[src/rtl/lrs_pkg.sv]
package lrs_pkg;
  // flat position of pair (a,b), a<b, in the triangular store of an n-input matrix
  function automatic int pair_pos(input int a, input int b, input int n);
    return a * n - (a * (a + 1)) / 2 + (b - a - 1);
  endfunction

  function automatic int pair_count(input int n);
    return (n * (n - 1)) / 2;
  endfunction
endpackage

[src/rtl/lrs_prio_state.sv]
module lrs_prio_state
  import lrs_pkg::*;
#(
  parameter int N = 4,
  localparam int NP = pair_count(N)
) (
  input  logic          clk,
  input  logic          rst,
  input  logic          upd,
  input  logic [N-1:0]  win,
  output logic [NP-1:0] ahead
);
  // ahead[pair_pos(a,b)] = 1 means a beats b (a<b)
  for (genvar a = 0; a < N - 1; a++) begin : g_row
    for (genvar b = a + 1; b < N; b++) begin : g_col
      localparam int P = pair_pos(a, b, N);
      always_ff @(posedge clk) begin
        if (rst) begin
          ahead[P] <= 1'b1;
        end else if (upd) begin
          if (win[a])      ahead[P] <= 1'b0;  // row of winner cleared
          else if (win[b]) ahead[P] <= 1'b1;  // column of winner set
        end
      end
    end
  end

  // state holds when no commit
  assert_hold_R6: assert property (@(posedge clk) disable iff (rst)
    !upd |=> $stable(ahead));
endmodule

[src/rtl/lrs_grant_logic.sv]
module lrs_grant_logic
  import lrs_pkg::*;
#(
  parameter int N = 4,
  localparam int NP = pair_count(N)
) (
  input  logic [N-1:0]  req,
  input  logic [NP-1:0] ahead,
  output logic [N-1:0]  gnt
);
  for (genvar i = 0; i < N; i++) begin : g_req
    logic [N-1:0] blocker;
    for (genvar j = 0; j < N; j++) begin : g_other
      if (j < i) begin : g_lo
        assign blocker[j] = req[j] & ahead[pair_pos(j, i, N)];
      end else if (j > i) begin : g_hi
        assign blocker[j] = req[j] & ~ahead[pair_pos(i, j, N)];
      end else begin : g_self
        assign blocker[j] = 1'b0;
      end
    end
    assign gnt[i] = req[i] & ~|blocker;
  end
endmodule

[src/rtl/lrs_matrix_arb.sv]
module lrs_matrix_arb
  import lrs_pkg::*;
#(
  parameter int N = 4,
  localparam int NP = pair_count(N)
) (
  input  logic         clk,
  input  logic         rst,
  input  logic [N-1:0] req,
  input  logic         en,
  output logic [N-1:0] gnt
);
  if (N < 2 || N > 8) begin : g_bad_n
    $error("lrs_matrix_arb: N must be 2..8 (R9)");
  end

  logic [NP-1:0] ahead;
  logic          upd;

  assign upd = en & (|gnt);

  lrs_prio_state #(.N(N)) u_state (
    .clk(clk), .rst(rst), .upd(upd), .win(gnt), .ahead(ahead)
  );

  lrs_grant_logic #(.N(N)) u_grant (
    .req(req), .ahead(ahead), .gnt(gnt)
  );

  assert_onehot_R1: assert property (@(posedge clk) disable iff (rst)
    $onehot0(gnt) && ((gnt & ~req) == '0));

  assert_idle_R2: assert property (@(posedge clk) disable iff (rst)
    (req == '0) |-> (gnt == '0));

  assert_conserve_R3: assert property (@(posedge clk) disable iff (rst)
    (req != '0) |-> ($countones(gnt) == 1));

  assert_demote_R7: assert property (@(posedge clk) disable iff (rst)
    (en && $countones(req) > 1) |=> ((req != $past(req)) || (gnt != $past(gnt))));
endmodule

[config.mk]
export PLATFORM = sky130hd
export DESIGN_NAME = lrs_matrix_arb
export DESIGN_NICKNAME = d
export VERILOG_FILES = /design/src/rtl/lrs_pkg.sv /design/src/rtl/lrs_prio_state.sv /design/src/rtl/lrs_grant_logic.sv /design/src/rtl/lrs_matrix_arb.sv
export SDC_FILE = /design/constraint.sdc
export NUM_CORES = 1
export LEC_CHECK = 0
export BUFFER_PORTS_ARGS = -buffer_cell sky130_fd_sc_hd__buf_2
export CORE_AREA = 2 2 39 41
export DETAILED_ROUTE_END_ITERATION = 6
export DIE_AREA = 0 0 41 43
export GPL_TIMING_DRIVEN = 0
export PLACE_DENSITY = 0.48
export SETUP_SLACK_MARGIN = 0.05
export SLEW_MARGIN = 20
export SYNTH_ARGS = -nofsm -noshare
export SYNTH_HDL_FRONTEND = slang
export SYNTH_SLANG_ARGS = --single-unit
[constraint.sdc]
create_clock -name clk -period 1.2 [get_ports clk]
set_clock_uncertainty 0.05 [all_clocks]
set_input_delay 0.24 -clock clk [delete_from_list [all_inputs] [get_ports clk]]
set_output_delay 0.24 -clock clk [all_outputs]
set_load 0.01 [all_outputs]
==> results list <==
- The flow ran to the end, but the final reports show violations.
* Violations in the final reports: setup timing
* Class of the worst hold path: input port to flop
- The first global-routing pass estimated 1300 um of wire.
* Setup slack of the critical path after layout: -0.107 ns
- DR WL/cell: 12.0 um
* Sequential cell area: 126 um2
* Largest Register: u_state.ahead
- Final Critical Period: 1.31 ns
- Largest stage delay on the critical path: 0.32 ns
- Final Wtd Congestion: 0.689
- Drc violations: 0
* Fraction of final layout cells sized beyond drive strength 1: 51.9%
* Crit path buf inv count: 1
* Mean cell area of the mapped netlist: 8.21 um2
- Switching pwr: 0.143 mW
- The largest registers in the layout are u_state.ahead (6).
- The worst hold path begins at rst.
- After clock tree synthesis, the clock-pin slew on the worst setup and hold paths is 0.05 ns.
- Count of endpoints failing setup in the final report: 4
* Synthesis warning total: 0
* Clock root buffer: sky130_fd_sc_hd__clkbuf_4
* Crit path max fanout: 3
* Final period util: 109%
* DIE HEIGHT: 43 um
* Instance count along the most critical hold path: 2
* Number of antenna violations at the first check in global routing: 0
* Number of global-route vias before repair: 310
- Setup repair after global routing missed its margin: yes
- The design draws 0.547 mW.
- The largest individual stage delay along the critical path comes from the cell sky130_fd_sc_hd__dfxtp_2.
- Sequential fraction of the synthesis area: 37.5%
- The worst setup path is of the flop to output port kind.
- Proportion of total power due to net switching: 26.1%
* Io pins: 11
- Filler cell count in the final layout: 157
- TritonCTS built the clock tree.
- The top cell types in the final layout, fill and taps aside, are sky130_fd_sc_hd__buf_2, sky130_fd_sc_hd__nor2_1, sky130_fd_sc_hd__dfxtp_2.
- Total clock buffers created by CTS: 3
- The floorplan step defined a die boundary enclosing 0.00176 mm2.
- Worst path cell trace: a22oi_2 -> and3_1 -> buf_2
- Combined area of all synthesized cells: 320 um2
- Number of diodes: 0
- Detailed routing inserted a total of 343 vias.
* Cell variety after synth: 14
* Number of search-and-repair iterations in the first detailed-routing pass: 3
- Once detail routing completed, the nets flagged for antenna violations numbered 0.
* Endpoint of the worst hold-timing path: u_state.ahead[3]
- In this run the top signal layer used is met3.
- Fmax achieved: 0.765 GHz
- Leaving out fill and tap cells, the most frequent cell in the layout is sky130_fd_sc_hd__buf_2.
- The worst register-to-register path begins at u_state.ahead[2].
* Number of max-slew violations in the final report: 0
* Data arrival time of the critical path: 1.02 ns
- Reg-to-reg slack, setup: 0.10 ns
* Routed met3 length: 50 um
- The analysis attributes to cell leakage a power of 0.221 nW.
* Count of standard-cell rows: 14
- In the global route stage, overall resource usage came out at 11.3%.
- FF+latch count, synth: 6
- Across the run, the number of max-cap violations was 0.
- Hold Violations, Final: 0
- Placed Cells incl. Taps: 64
* Power Dens Cells: 1140 mW/mm2
- Synth Net Count: 46
- Overall die width: 41 um
- VDD IR max: 0.000510 V
- Setup crit end kind: output port
* Clock sink count: 6
* H-Tree Level Count: 1
- After floorplanning, the core was sized to cover 0.00138 mm2.
- Port Buffers: 9
- Summed over all failing endpoints, the final setup total negative slack is -0.329 ns.
* Met2 wire len: 413 um
- The endpoint identified for the worst register-to-register timing path is u_state.ahead[2].
* Clock tree buffer depth: 2
- Worst skew pair latency: 0.24 ns
- Logic depth of the worst register-to-register path: 4
* Internal power: 0.405 mW
- Source of the critical timing path: u_state.ahead[1]
* Final global-route overflow total: 0
- Layout overhead on the synthesized area: 50.0%
* Initial core utilization: 23.1%
- Using the TritonRoute via totals, the vias-per-cell ratio works out to 4.90.
* Largest register FFs: 6
* Worst relative slew slack: 85.9%
- Synthesis handed over a netlist of 39 instances.
- For this run, the post-layout net count is 63.
- Final routed wirelength across all metal layers: 837 um
- After the first detailed-routing iteration, the DRC count stood at 4.
* Combined area of the multi-input logic cells: 219 um2
- For this block, wires on met1 add up to 373 um.
- Post-Layout Cell Count: 70
* Clk pwr share: 33.5%
- Power share of the sequential group: 42.6%
- STA puts the critical path data required time at 0.91 ns.
- Sort of element at the start of the critical path: flop
- Cell type group with the largest total delay on the critical path: flip-flops
- Detailed-placement wirelength estimate: 599 um
* Largest net degree at the start of global routing: 11
- Measured on the finished design, the core utilization comes to 34.7%.
* Slew of the pin with the lowest slew margin: 0.211 ns
- In this run, the combinational gates consume 23.8% of the power.
-- cells by family after synthesis --
group	after synthesis	share of synthesized area, %
and+or+nand+nor	21	34.8
AOI/OAI and AO/OA	9	23.8
DFF	6	37.5
buffers and inverters	3	3.90
-- cells in the mapped netlist (all sizes together) --
library cell / instances / area share (%)
nor2b: 1 / 2.0
dfxtp: 6 / 38
a22oi: 5 / 12
nand2b: 5 / 9.8
nand4: 3 / 5.9
a2bb2oi: 3 / 8.2
buf: 1 / 1.6
nand4b: 1 / 2.7
o2111a: 1 / 3.9
inv: 2 / 2.3
and3: 2 / 3.9
nand2: 3 / 3.5
nor2: 6 / 7.0
-- stage by stage --
| step | area (um2) | setup slack [ns] | hold WS [ns] |
|---|---|---|---|
| 2_1_floorplan | 320 | 0.212 | 0.390 |
| 3_3_place_gp | 385 | 0.0276 | 0.457 |
| 3_5_place_dp | 385 | 0.0196 | 0.464 |
| 4_1_cts | 460 | -0.118 | 0.299 |
| 5_1_grt | 480 | -0.172 | 0.323 |
| 6_report | 480 | -0.107 | 0.310 |
-- area by class of cell --
| type | instances | area share (%) |
|---|---|---|
| inverter | 2 | 1.56 |
| timing repair buffer | 12 | 16.7 |
| buffer | 1 | 1.04 |
| clock buffer | 3 | 4.69 |
| sequential | 6 | 26.3 |
| multi-input combinational | 30 | 45.6 |
| tap | 16 | 4.17 |
-- power groups by stage --
stage	Clock [mW]	Sequential, mW	Combinational (mW)
after floorplan	0	0.228	0.0623
after detailed placement	0	0.232	0.0965
after CTS	0.188	0.233	0.121
after global routing	0.196	0.236	0.144
after global placement	0	0.232	0.0966
final	0.184	0.233	0.130
-- per-layer routing --
layer	vias up	global-route usage, %
met5	-	0
met4	0	6.00
met3	0	4.71
li1	176	-
met2	10	15.3
met1	157	14.6
-- worst max path at each step --
stage	endpoint	depth (start not counted)
after global routing	gnt[3]	3
after CTS	gnt[2]	3
after detailed placement	gnt[2]	4
final	gnt[2]	3
after global placement	gnt[2]	4
after floorplan	gnt[2]	2
-- what timing repair did --
action | 4_1_cts | 5_1_grt
gates resized for setup | 10 | 2
hold buffers | 0 | 0
endpoints found under the setup margin | 4 | 5
pin swaps | 5 | 5
cloned | 0 | 0
buffers inserted | 2 | 1
No activity file was read; power rests on OpenSTA's default activity.
